===== src/rtl/sbw_pkg.sv =====
package sbw_pkg;

  localparam int unsigned SBW_LANES     = 4;
  localparam int unsigned SBW_LANE_DATA = 8;
  localparam int unsigned SBW_RD_STAGES = 2;

  // Which level of the write hierarchy produced this cycle's strobes.
  typedef enum logic [1:0] {
    SRC_NONE   = 2'd0,
    SRC_GLOBAL = 2'd1,
    SRC_BYTE   = 2'd2
  } wr_src_e;

endpackage


===== src/rtl/sbw_rst_sync.sv =====
module sbw_rst_sync (
  input  logic clk,
  input  logic rst_n,
  output logic rst_sn
);

  logic [1:0] sync_q;

  always_ff @(posedge clk or negedge rst_n) begin
    if (!rst_n) sync_q <= 2'b00;
    else        sync_q <= {sync_q[0], 1'b1};
  end

  assign rst_sn = sync_q[1];

endmodule


===== src/rtl/sbw_strobe_dec.sv =====
module sbw_strobe_dec
  import sbw_pkg::*;
#(
  parameter int unsigned LANES = SBW_LANES
) (
  input  logic             clk,
  input  logic             rst_n,
  input  logic             gwe_n,
  input  logic             bgate_n,
  input  logic [LANES-1:0] ben_n,
  input  logic             sel,
  output logic [LANES-1:0] lane_we
);

  wr_src_e          src;
  logic [LANES-1:0] lane_we_d;

  // Next-state: global write outranks the gated byte enables.
  always_comb begin
    if (!sel)          src = SRC_NONE;
    else if (!gwe_n)   src = SRC_GLOBAL;
    else if (!bgate_n) src = SRC_BYTE;
    else               src = SRC_NONE;
  end

  always_comb begin
    unique case (src)
      SRC_GLOBAL: lane_we_d = '1;
      SRC_BYTE:   lane_we_d = ~ben_n;
      default:    lane_we_d = '0;
    endcase
  end

  always_ff @(posedge clk or negedge rst_n) begin
    if (!rst_n) lane_we <= '0;
    else        lane_we <= lane_we_d;
  end


  a_r2_global_all: assert property (@(posedge clk) disable iff (!rst_n)
    (sel && !gwe_n) |=> (lane_we == {LANES{1'b1}}));

  a_r3_gated_pass: assert property (@(posedge clk) disable iff (!rst_n)
    (sel && gwe_n && !bgate_n) |=> (lane_we == ~$past(ben_n)));

  a_r4_gate_blocks: assert property (@(posedge clk) disable iff (!rst_n)
    (gwe_n && bgate_n) |=> (lane_we == '0));

  a_r5_deselected: assert property (@(posedge clk) disable iff (!rst_n)
    (!sel) |=> (lane_we == '0));

endmodule


===== src/rtl/sbw_wdata_reg.sv =====
module sbw_wdata_reg #(
  parameter int unsigned WIDTH = 36
) (
  input  logic             clk,
  input  logic             rst_n,
  input  logic [WIDTH-1:0] wdata,
  output logic [WIDTH-1:0] wdata_q
);

  always_ff @(posedge clk or negedge rst_n) begin
    if (!rst_n) wdata_q <= '0;
    else        wdata_q <= wdata;
  end


  a_r7_wdata_aligned: assert property (@(posedge clk) disable iff (!rst_n)
    1'b1 |=> (wdata_q == $past(wdata)));

endmodule


===== src/rtl/sbw_rd_pipe.sv =====
module sbw_rd_pipe #(
  parameter int unsigned WIDTH  = 36,
  parameter int unsigned STAGES = 2
) (
  input  logic             clk,
  input  logic             rst_n,
  input  logic             sel,
  input  logic [WIDTH-1:0] rdata_in,
  output logic             rd_sel,
  output logic [WIDTH-1:0] rd_data
);

  // sel_q[0] lines up with the array access; the rest follow the data stages.
  logic             sel_q  [STAGES+1];
  logic [WIDTH-1:0] data_q [STAGES];

  always_ff @(posedge clk or negedge rst_n) begin
    if (!rst_n) sel_q[0] <= 1'b0;
    else        sel_q[0] <= sel;
  end

  for (genvar s = 0; s < STAGES; s++) begin : g_stage
    always_ff @(posedge clk or negedge rst_n) begin
      if (!rst_n) begin
        sel_q[s+1] <= 1'b0;
        data_q[s]  <= '0;
      end else begin
        sel_q[s+1] <= sel_q[s];
        data_q[s]  <= (s == 0) ? rdata_in : data_q[(s == 0) ? 0 : s-1];
      end
    end
  end

  assign rd_sel  = sel_q[STAGES];
  assign rd_data = data_q[STAGES-1];

  // R8 (first stage captures array data)
  a_r8_first_stage: assert property (@(posedge clk) disable iff (!rst_n)
    1'b1 |=> (data_q[0] == $past(rdata_in)));

endmodule


===== src/rtl/sbw_drv_ctl.sv =====
module sbw_drv_ctl #(
  parameter int unsigned LANES = 4,
  parameter int unsigned WIDTH = 36
) (
  input  logic             oe_n,
  input  logic             rd_sel,
  input  logic [LANES-1:0] lane_we,
  input  logic [WIDTH-1:0] rd_data,
  output logic             dq_oe,
  output logic [WIDTH-1:0] dq_out
);

  logic wr_active;

  always_comb begin
    wr_active = |lane_we;
    dq_oe     = !oe_n && rd_sel && !wr_active;
    dq_out    = dq_oe ? rd_data : '0;
  end

endmodule


===== src/rtl/sbw_ctrl_top.sv =====
module sbw_ctrl_top
  import sbw_pkg::*;
#(
  parameter int unsigned LANES     = SBW_LANES,
  parameter int unsigned LANE_DATA = SBW_LANE_DATA,
  parameter int unsigned RD_STAGES = SBW_RD_STAGES,
  localparam int unsigned DATA_W   = LANES * LANE_DATA,
  localparam int unsigned WORD_W   = DATA_W + LANES
) (
  input  logic              clk,
  input  logic              rst_n,
  input  logic              gwe_n,
  input  logic              bgate_n,
  input  logic [LANES-1:0]  ben_n,
  input  logic              sel,
  input  logic              oe_n,
  input  logic [WORD_W-1:0] wdata,
  input  logic [WORD_W-1:0] rdata_in,
  output logic [LANES-1:0]  lane_we,
  output logic [WORD_W-1:0] wr_mask,
  output logic [WORD_W-1:0] wdata_q,
  output logic [WORD_W-1:0] dq_out,
  output logic              dq_oe
);

  logic              rst_sn;
  logic              rd_sel;
  logic [WORD_W-1:0] rd_data;

  sbw_rst_sync u_rst (
    .clk    (clk),
    .rst_n  (rst_n),
    .rst_sn (rst_sn)
  );

  sbw_strobe_dec #(.LANES(LANES)) u_dec (
    .clk     (clk),
    .rst_n   (rst_sn),
    .gwe_n   (gwe_n),
    .bgate_n (bgate_n),
    .ben_n   (ben_n),
    .sel     (sel),
    .lane_we (lane_we)
  );

  sbw_wdata_reg #(.WIDTH(WORD_W)) u_wreg (
    .clk     (clk),
    .rst_n   (rst_sn),
    .wdata   (wdata),
    .wdata_q (wdata_q)
  );

  sbw_rd_pipe #(.WIDTH(WORD_W), .STAGES(RD_STAGES)) u_rd (
    .clk      (clk),
    .rst_n    (rst_sn),
    .sel      (sel),
    .rdata_in (rdata_in),
    .rd_sel   (rd_sel),
    .rd_data  (rd_data)
  );

  sbw_drv_ctl #(.LANES(LANES), .WIDTH(WORD_W)) u_drv (
    .oe_n    (oe_n),
    .rd_sel  (rd_sel),
    .lane_we (lane_we),
    .rd_data (rd_data),
    .dq_oe   (dq_oe),
    .dq_out  (dq_out)
  );

  // Lane i: data byte i in the low field, parity bit i in the top field.
  for (genvar i = 0; i < LANES; i++) begin : g_lane
    assign wr_mask[i*LANE_DATA +: LANE_DATA] = {LANE_DATA{lane_we[i]}};
    assign wr_mask[DATA_W + i]               = lane_we[i];


    a_r6_lane_parity: assert property (@(posedge clk) disable iff (!rst_sn)
      wr_mask[DATA_W + i] == wr_mask[i*LANE_DATA]);
  end


  a_r9_write_kills_drive: assert property (@(posedge clk) disable iff (!rst_sn)
    (|lane_we) |-> !dq_oe);

  a_r9_needs_select: assert property (@(posedge clk) disable iff (!rst_sn)
    dq_oe |-> (!oe_n && rd_sel));

  a_r10_quiet_pins: assert property (@(posedge clk) disable iff (!rst_sn)
    !dq_oe |-> (dq_out == '0));

endmodule


===== config.mk =====
export PLATFORM = sky130hd
export DESIGN_NAME = sbw_ctrl_top
export DESIGN_NICKNAME = d
export VERILOG_FILES = /design/src/rtl/sbw_pkg.sv /design/src/rtl/sbw_rst_sync.sv /design/src/rtl/sbw_strobe_dec.sv /design/src/rtl/sbw_wdata_reg.sv /design/src/rtl/sbw_rd_pipe.sv /design/src/rtl/sbw_drv_ctl.sv /design/src/rtl/sbw_ctrl_top.sv
export SDC_FILE = /design/constraint.sdc
export NUM_CORES = 1
export LEC_CHECK = 0
export CAP_MARGIN = 25
export CORE_MARGIN = 2
export CORE_UTILIZATION = 36
export CTS_BUF_LIST = sky130_fd_sc_hd__clkbuf_2 sky130_fd_sc_hd__clkbuf_4 sky130_fd_sc_hd__clkbuf_8
export CTS_CLUSTER_DIAMETER = 200
export DETAILED_ROUTE_END_ITERATION = 12
export HOLD_SLACK_MARGIN = 0.02
export PLACE_DENSITY = 0.82
export SETUP_SLACK_MARGIN = 0.4
export SYNTH_ARGS = -nofsm -noshare
export SYNTH_HDL_FRONTEND = slang
export SYNTH_SLANG_ARGS = --single-unit

===== constraint.sdc =====
create_clock -name clk -period 3.33 [get_ports clk]
set_input_delay 0.666 -clock clk [delete_from_list [all_inputs] [get_ports clk]]
set_output_delay 0.666 -clock clk [all_outputs]
set_load 0.03 [all_outputs]

==> results of run 1 <==
## report_power, final
part	internal (mW)	total, mW	switching [mW]
sequential	1.49	1.53	0.0383
clock	0.851	1.35	0.503
combinational	0.197	0.397	0.200
## stage by stage
stage / worst slack, ns / instance area (µm²) / utilization [%] / std cells / power (mW)
after floorplan: 1.074 / 3565 / - / 208 / 1.759
after global placement: 0.5586 / 5391 / 55.67 / 495 / 1.953
after detailed placement: 0.5724 / 5391 / 55.67 / 495 / 1.962
after CTS: 0.4848 / 5817 / 60.06 / 525 / 3.337
after global routing: 0.5165 / 5819 / 60.09 / 525 / 3.433
final: 0.6982 / 5819 / 60.09 / 525 / 3.283
## placed cells by master (no fill, tap or decap), drive strengths merged
cell / count
dfrtp: 117
conb: 1
clkbuf: 20
and2: 5
buf: 39
dlymetal6s2s: 1
o21ai: 4
clkdlybuf4s50: 157
nor2b: 1
and3: 36
clkinv: 5
bufinv: 4
clkinvlp: 1
nor4: 1
## sequential cells by signal, indices dropped and copies added, names as in the netlist
register        cells
u_dec.lane_we       4
u_rd.data_q        36
u_rd.rd_data       36
u_rd.rd_sel         1
u_rd.sel_q          2
u_rst.sync_q        2
u_wreg.wdata_q     36
## final cells by class
class | instances | area [µm²] | area share, %
clock buffer | 20 | 269.0 | 4.623
clock inverter | 10 | 156.4 | 2.688
multi-input combinational | 48 | 319.1 | 5.483
sequential | 117 | 2932 | 50.38
tap | 133 | 166.4 | 2.860
timing repair buffer | 197 | 1977 | 33.97
## worst max-delay path: stages, from the launching register on
cell                      delay [ns]
sky130_fd_sc_hd__dfrtp_1        0.51
sky130_fd_sc_hd__nor4_4         0.34
sky130_fd_sc_hd__buf_4          0.33
sky130_fd_sc_hd__and3_1         0.25
sky130_fd_sc_hd__buf_12         0.13
## logic make-up (layout without fill, tap and decap cells)
group / count (synthesis) / in the layout / share of synthesized area (%)
DFF: 117 / 117 / 82.16
and+or+nand+nor: 43 / 43 / 8.216
AOI/OAI and AO/OA: 4 / 4 / 0.5618
buffers and inverters: 43 / 227 / 8.953
other: 1 / 1 / 0.1052
## how the worst max path moves through the flow
| stage | startpoint | to | cells after the start |
|---|---|---|---|
| 2_1_floorplan | u_dec.lane_we[1] | dq_out[10] | 3 |
| 3_3_place_gp | oe_n | dq_oe | 4 |
| 3_5_place_dp | oe_n | dq_oe | 4 |
| 4_1_cts | u_dec.lane_we[1] | dq_oe | 3 |
| 5_1_grt | u_dec.lane_we[1] | dq_out[28] | 4 |
| 6_report | u_dec.lane_we[1] | dq_out[13] | 4 |
## timing repair
item / 4_1_cts / 5_1_grt
gates resized for setup: 0 / 1
setup endpoints to repair: 0 / 1
hold endpoints to repair: 0 / 0
setup buffers: 0 / 0
## metal layers
metal	global-route usage (%)	vias to the layer above	wire length (µm)
met1	14.32	1046	2526
met4	6.680	0	53
li1	-	979	-
met2	22.08	127	3618
met5	0	-	0
met3	8.333	4	818
==> flow_results.xml, run 1 <==
<?xml version="1.0" encoding="UTF-8"?>
<metrics>
  <group name="pwr">
    <metric name="power.static_leakage" unit="nW">2.683</metric>
    <metric name="vdd_drop_max" unit="µV">342.6</metric>
    <metric name="power-per-cell-area" unit="mW/mm²">564.2</metric>
  </group>
  <group name="synthesis">
    <metric name="syn-instance-count" unit="">208</metric>
    <metric name="synth_net_count" unit="">290</metric>
    <metric name="ys_seq_area_share" unit="%">82.16</metric>
    <metric name="synth_async_sr_flop_share" unit="%">100.0</metric>
    <metric name="synth_area_leader_cell" unit="">sky130_fd_sc_hd__dfrtp_1</metric>
    <metric name="primary_ff_master_synth" unit="">sky130_fd_sc_hd__dfrtp_1</metric>
    <metric name="post_synth_cell_types" unit="">11</metric>
    <metric name="number_of_storage_elements_in_the_synthesis_netlist" unit="">117</metric>
    <metric name="synthesis.area" unit="mm²">0.003563</metric>
    <metric name="synth_largest_type_area_fraction" unit="%">82.16</metric>
    <metric name="synth_enable_flop_cells" unit="">0</metric>
    <metric name="syn_area_per_cell" unit="µm²">17.13</metric>
    <metric name="yosys-top-cells-count" unit="">117 x sky130_fd_sc_hd__dfrtp_1, 36 x sky130_fd_sc_hd__buf_4, 29 x sky130_fd_sc_hd__and3_1</metric>
    <metric name="synthMostInstantiatedCell" unit="">sky130_fd_sc_hd__dfrtp_1</metric>
    <metric name="yosys_warnings" unit="">0</metric>
    <metric name="post_synth_main_area_contributors" unit="">sky130_fd_sc_hd__dfrtp_1 82%, sky130_fd_sc_hd__buf_4 7.6%, sky130_fd_sc_hd__and3_1 5.1%</metric>
  </group>
  <group name="clock_network">
    <metric name="cts-buffers-inserted" unit="">17</metric>
    <metric name="clk_pin_slew_worst_paths" unit="ns">0.07</metric>
    <metric name="holdBufCountCts" unit="">0</metric>
    <metric name="cts_root_buffer" unit="">sky130_fd_sc_hd__clkbuf_8</metric>
    <metric name="clock_path_buffers" unit="">2</metric>
    <metric name="clkLatencyLatePin" unit="ns">0.40</metric>
    <metric name="cts_tree" unit="">done</metric>
    <metric name="cts_max_level" unit="">4</metric>
    <metric name="cts_sinks" unit="">117</metric>
  </group>
  <group name="drt">
    <metric name="vias_per_cell" unit="">4.107</metric>
    <metric name="routed_wire_length_per_instance" unit="µm">13.36</metric>
    <metric name="remaining_drc_errors" unit="">0</metric>
    <metric name="1st_iter_drt_viols" unit="">58</metric>
    <metric name="postRouteWirelength" unit="mm">7.016</metric>
    <metric name="drtAntennaViolNets" unit="">0</metric>
    <metric name="firstDrtPassIters" unit="">3</metric>
    <metric name="dr_total_vias" unit="">2156</metric>
  </group>
  <group name="worst_setup_path">
    <metric name="r2r_setup_slack" unit="ns">2.22</metric>
    <metric name="crit_required" unit="ns">2.66</metric>
    <metric name="arrival" unit="ns">1.97</metric>
    <metric name="cells_on_worst_reg2reg_path" unit="">1</metric>
    <metric name="critical_path_peak_fanout" unit="">36</metric>
    <metric name="critical_path.endpoint_type" unit="">output port</metric>
    <metric name="regToRegStartpoint" unit="">u_rst.sync_q[1]</metric>
    <metric name="timing.rr.end" unit="">u_rd.rd_data[25]</metric>
    <metric name="startpoint_type" unit="">flip-flop</metric>
    <metric name="worstSetupPathType" unit="">flip-flop to output port</metric>
  </group>
  <group name="layout">
    <metric name="final_layout_size_suffix_gt1_share" unit="%">20.15</metric>
    <metric name="fin_nets" unit="">463</metric>
    <metric name="n_fill_cell" unit="">714</metric>
    <metric name="antennaDiodeCount" unit="">0</metric>
    <metric name="area_growth_syn_to_layout" unit="%">63.31</metric>
  </group>
  <group name="timing">
    <metric name="report.final.hold_viol_count" unit="">0</metric>
    <metric name="fin_skew" unit="ns">0.007741</metric>
    <metric name="slew_headroom" unit="%">55.50</metric>
    <metric name="hold_slack" unit="ns">0.3392</metric>
    <metric name="min_period" unit="ns">2.632</metric>
    <metric name="min_period_over_period" unit="%">79.03</metric>
    <metric name="fmax" unit="GHz">0.3800</metric>
    <metric name="tns" unit="ns">0</metric>
    <metric name="rsz0062_at_grt" unit="">false</metric>
    <metric name="worst-slew-pin-transition" unit="ns">0.6676</metric>
    <metric name="slew_viol_final" unit="">0</metric>
    <metric name="finalSetupViolations" unit="">0</metric>
  </group>
  <group name="floorplan">
    <metric name="chipHeight" unit="µm">103.5</metric>
    <metric name="initial_core_util" unit="%">36.80</metric>
    <metric name="floorplan.die.width" unit="µm">103.5</metric>
    <metric name="dieArea" unit="mm²">0.01071</metric>
    <metric name="area_inside_the_core_boundary" unit="mm²">0.009684</metric>
    <metric name="fp-row-count" unit="">36</metric>
    <metric name="io_pins" unit="">195</metric>
  </group>
  <group name="hold_path">
    <metric name="hold-path-endpoint" unit="">u_rd.rd_data[20]</metric>
    <metric name="hp-start" unit="">u_rd.data_q[56]</metric>
    <metric name="hold_depth" unit="">0</metric>
    <metric name="hold_path_class" unit="">flip-flop to flip-flop</metric>
  </group>
  <group name="placement">
    <metric name="gp_congestion" unit="">0.6814</metric>
    <metric name="port_buffers" unit="">194</metric>
    <metric name="hpwl" unit="mm">5.161</metric>
  </group>
  <group name="global_routing">
    <metric name="grt_start_max_net_pins" unit="">64</metric>
    <metric name="grt_util_all_layers" unit="%">13.77</metric>
    <metric name="global_route.overflow_total" unit="">0</metric>
    <metric name="grt_first_pass_wirelength" unit="mm">10.43</metric>
    <metric name="first_global_vias" unit="">2192</metric>
    <metric name="initial_antenna_violation_count" unit="">0</metric>
  </group>
  <group name="flow_run">
    <metric name="timing.max_cap.violations" unit="">0</metric>
  </group>
  <group name="outcome">
    <metric name="run_status" unit="">completed</metric>
  </group>
</metrics>
No activity file was read; power rests on OpenSTA's default activity.
==> run 2, diff against run 1 <==
--- a/config.mk
+++ b/config.mk
@@ -7,12 +7,12 @@
 export LEC_CHECK = 0
 export CAP_MARGIN = 25
 export CORE_MARGIN = 2
-export CORE_UTILIZATION = 36
+export CORE_UTILIZATION = 40
 export CTS_BUF_LIST = sky130_fd_sc_hd__clkbuf_2 sky130_fd_sc_hd__clkbuf_4 sky130_fd_sc_hd__clkbuf_8
 export CTS_CLUSTER_DIAMETER = 200
 export DETAILED_ROUTE_END_ITERATION = 12
 export HOLD_SLACK_MARGIN = 0.02
-export PLACE_DENSITY = 0.82
+export PLACE_DENSITY = 0.86
 export SETUP_SLACK_MARGIN = 0.4
 export SYNTH_ARGS = -nofsm -noshare
 export SYNTH_HDL_FRONTEND = slang
==> constraint.sdc (replaced) <==
create_clock -name clk -period 2.53 [get_ports clk]
set_input_delay 0.506 -clock clk [delete_from_list [all_inputs] [get_ports clk]]
set_output_delay 0.506 -clock clk [all_outputs]
set_load 0.03 [all_outputs]
==> run 2 against run 1 <==
Compared with the run above: first-iteration DRC count up 12%; final cell count down 3.2%; non-clock buffer count up 8; critical path depth up 1; wire length up 12%; die area down 9.6%; worst setup slack worse by 0.42 ns; total power up 25%; hold slack worse by 0.079 ns; clock power up 14%; core utilization up 8.6 points; clock skew up 0.0019 ns; largest power group unchanged; highest routed layer unchanged.
==> flow_results.xml, run 2 (synthesis results as in run 1) <==
<?xml version="1.0" encoding="UTF-8"?>
<metrics>
  <group name="outcome">
    <metric name="run_status" unit="">completed</metric>
  </group>
  <group name="placement">
    <metric name="gp_congestion" unit="">0.6838</metric>
    <metric name="place_worst_setup_slack" unit="ns">0.3731</metric>
    <metric name="hpwl" unit="mm">5.434</metric>
    <metric name="port_buffers" unit="">194</metric>
  </group>
  <group name="pwr">
    <metric name="power-per-cell-area" unit="mW/mm²">688.1</metric>
    <metric name="p_int" unit="mW">3.098</metric>
    <metric name="share_clk_of_total_power" unit="%">37.5</metric>
    <metric name="net-switching-power" unit="mW">1.002</metric>
    <metric name="swShare" unit="%">24.44</metric>
    <metric name="fin_total_pwr" unit="mW">4.100</metric>
    <metric name="power.static_leakage" unit="nW">2.807</metric>
    <metric name="p_comb_share" unit="%">13.4</metric>
    <metric name="vdd_drop_max" unit="µV">431.5</metric>
    <metric name="pwr-share-seq" unit="%">49.1</metric>
  </group>
  <group name="timing">
    <metric name="finalWorstSetupSlack" unit="ns">0.2734</metric>
    <metric name="report.final.hold_viol_count" unit="">0</metric>
    <metric name="min_period" unit="ns">2.257</metric>
    <metric name="hold_slack" unit="ns">0.2602</metric>
    <metric name="tns" unit="ns">0</metric>
    <metric name="slew_headroom" unit="%">52.08</metric>
    <metric name="finalSetupViolations" unit="">0</metric>
    <metric name="min_period_over_period" unit="%">89.19</metric>
    <metric name="fmax" unit="GHz">0.4431</metric>
    <metric name="fin_skew" unit="ns">0.009591</metric>
    <metric name="slew_viol_final" unit="">0</metric>
    <metric name="worst-slew-pin-transition" unit="ns">0.7188</metric>
    <metric name="rsz0062_at_grt" unit="">true</metric>
  </group>
  <group name="drt">
    <metric name="vias_per_cell" unit="">4.297</metric>
    <metric name="drt_met1_wl" unit="mm">2.705</metric>
    <metric name="postRouteWirelength" unit="mm">7.847</metric>
    <metric name="wl_met2" unit="mm">4.359</metric>
    <metric name="wl_met3" unit="µm">665</metric>
    <metric name="top_signal_layer_used" unit="">met4</metric>
    <metric name="1st_iter_drt_viols" unit="">65</metric>
    <metric name="routed_wire_length_per_instance" unit="µm">15.45</metric>
    <metric name="remaining_drc_errors" unit="">0</metric>
    <metric name="firstDrtPassIters" unit="">4</metric>
    <metric name="dr_total_vias" unit="">2183</metric>
    <metric name="drtAntennaViolNets" unit="">0</metric>
  </group>
  <group name="global_routing">
    <metric name="grt_first_pass_wirelength" unit="mm">12.12</metric>
    <metric name="first_global_vias" unit="">2388</metric>
    <metric name="grt_start_max_net_pins" unit="">59</metric>
    <metric name="global_route.overflow_total" unit="">0</metric>
    <metric name="initial_antenna_violation_count" unit="">0</metric>
    <metric name="grt_util_all_layers" unit="%">17.01</metric>
  </group>
  <group name="hold_path">
    <metric name="hold_path_class" unit="">input pin to async pin</metric>
  </group>
  <group name="worst_setup_path">
    <metric name="critical_path.endpoint_type" unit="">output port</metric>
    <metric name="crit_required" unit="ns">2.02</metric>
    <metric name="startpoint_type" unit="">flip-flop</metric>
    <metric name="worstSetupPathType" unit="">flip-flop to output port</metric>
    <metric name="arrival" unit="ns">1.75</metric>
    <metric name="critical_path_peak_fanout" unit="">6</metric>
    <metric name="r2r_setup_slack" unit="ns">1.37</metric>
  </group>
  <group name="layout">
    <metric name="final_layout_size_suffix_gt1_share" unit="%">24.50</metric>
    <metric name="fin_nets" unit="">471</metric>
    <metric name="area_growth_syn_to_layout" unit="%">67.20</metric>
    <metric name="final_common_cell" unit="">sky130_fd_sc_hd__clkdlybuf4s50_1</metric>
    <metric name="finish.utilization" unit="%">68.66</metric>
    <metric name="commonest_non_fill_non_tap_cells_in_the_layout" unit="">117 x sky130_fd_sc_hd__clkdlybuf4s50_1, 113 x sky130_fd_sc_hd__dfrtp_1, 40 x sky130_fd_sc_hd__dlygate4sd2_1, 33 x sky130_fd_sc_hd__buf_6, 22 x sky130_fd_sc_hd__and3_1</metric>
    <metric name="antennaDiodeCount" unit="">0</metric>
  </group>
  <group name="clock_network">
    <metric name="clk_pin_slew_worst_paths" unit="ns">0.07</metric>
    <metric name="cts-buffers-inserted" unit="">17</metric>
    <metric name="cts_max_level" unit="">4</metric>
    <metric name="cts_tree" unit="">done</metric>
    <metric name="cts_sinks" unit="">117</metric>
    <metric name="cts_root_buffer" unit="">sky130_fd_sc_hd__clkbuf_8</metric>
    <metric name="clkLatencyLatePin" unit="ns">0.40</metric>
    <metric name="clock_path_buffers" unit="">2</metric>
    <metric name="holdBufCountCts" unit="">0</metric>
  </group>
  <group name="floorplan">
    <metric name="chipHeight" unit="µm">98.39</metric>
    <metric name="area_inside_the_core_boundary" unit="mm²">0.008678</metric>
    <metric name="floorplan.die.width" unit="µm">98.39</metric>
    <metric name="dieArea" unit="mm²">0.009680</metric>
    <metric name="fp-row-count" unit="">34</metric>
    <metric name="io_pins" unit="">195</metric>
    <metric name="initial_core_util" unit="%">41.06</metric>
  </group>
  <group name="flow_run">
    <metric name="timing.max_cap.violations" unit="">0</metric>
  </group>
</metrics>
run 2: changes by cell type in the layout (fill, tap and decap cells not counted), moves of 2 or more:
cell                              change
sky130_fd_sc_hd__clkdlybuf4s50_1     -40
sky130_fd_sc_hd__and3_4               +9
sky130_fd_sc_hd__dfrtp_1              -3
sky130_fd_sc_hd__buf_8                +2
sky130_fd_sc_hd__and3_1               -7
sky130_fd_sc_hd__and3_2               -2
sky130_fd_sc_hd__dfrtp_2              +3
sky130_fd_sc_hd__dlygate4sd2_1       +40
sky130_fd_sc_hd__bufinv_16            -3
sky130_fd_sc_hd__buf_6               +33
sky130_fd_sc_hd__buf_4               -28
run 2: final timing paths:
kind	startpoint	endpoint	cells after the start
worst max-delay path	u_dec.lane_we[1]	dq_out[20]	5
worst min-delay path	rst_n	u_rst.sync_q[1]	1
worst max register to register	u_rst.sync_q[1]	u_wreg.wdata_q[13]	1
worst min register to register	u_rd.data_q[63]	u_rd.rd_data[27]	0
max in group asynchronous	u_rst.sync_q[1]	u_wreg.wdata_q[13]	1
min in group clk	u_rd.data_q[63]	u_rd.rd_data[27]	0
run 2: final cells by class:
cell class	count	area (µm²)
clock buffers	22	290.3
clock inverters	8	77.57
fillers	631	2720
multi-input cells	48	361.6
flip-flops and latches	117	2935
well taps	108	135.1
repair buffers	205	2158
run 2: worst max-delay path, cell delays in order, from the launching register on:
cell	delay [ns]
sky130_fd_sc_hd__dfrtp_2	0.42
sky130_fd_sc_hd__nor4_4	0.28
sky130_fd_sc_hd__buf_6	0.20
sky130_fd_sc_hd__clkbuf_16	0.16
sky130_fd_sc_hd__and3_4	0.18
sky130_fd_sc_hd__buf_6	0.12
run 2: power by group through the flow:
stage               sequential (mW)  combinational [mW]  clock [mW]
finish                         2.01               0.551        1.54
global route                   2.02               0.580        1.68
CTS                            2.02               0.548        1.59
detailed placement             2.06               0.532           0
global placement               2.05               0.524           0
floorplan                      2.12               0.192           0
run 2: layer usage:
layer  GRT usage (%)  vias up
li1                -      999
met1           17.91     1059
met2           29.04      116
met3           8.304        9
met4           7.165        0
met5               0        -
run 2: per-stage QoR:
step | cells | area, µm²
2_1_floorplan | 208 | 3565
3_3_place_gp | 471 | 5365
3_5_place_dp | 471 | 5365
4_1_cts | 507 | 5923
5_1_grt | 508 | 5958
6_report | 508 | 5958
run 2: timing repair:
item,4_1_cts,5_1_grt
endpoints found under the setup margin,77,37
gates cloned,2,1
setup buffers,4,0
gates resized for setup,89,2
pin swaps,3,2
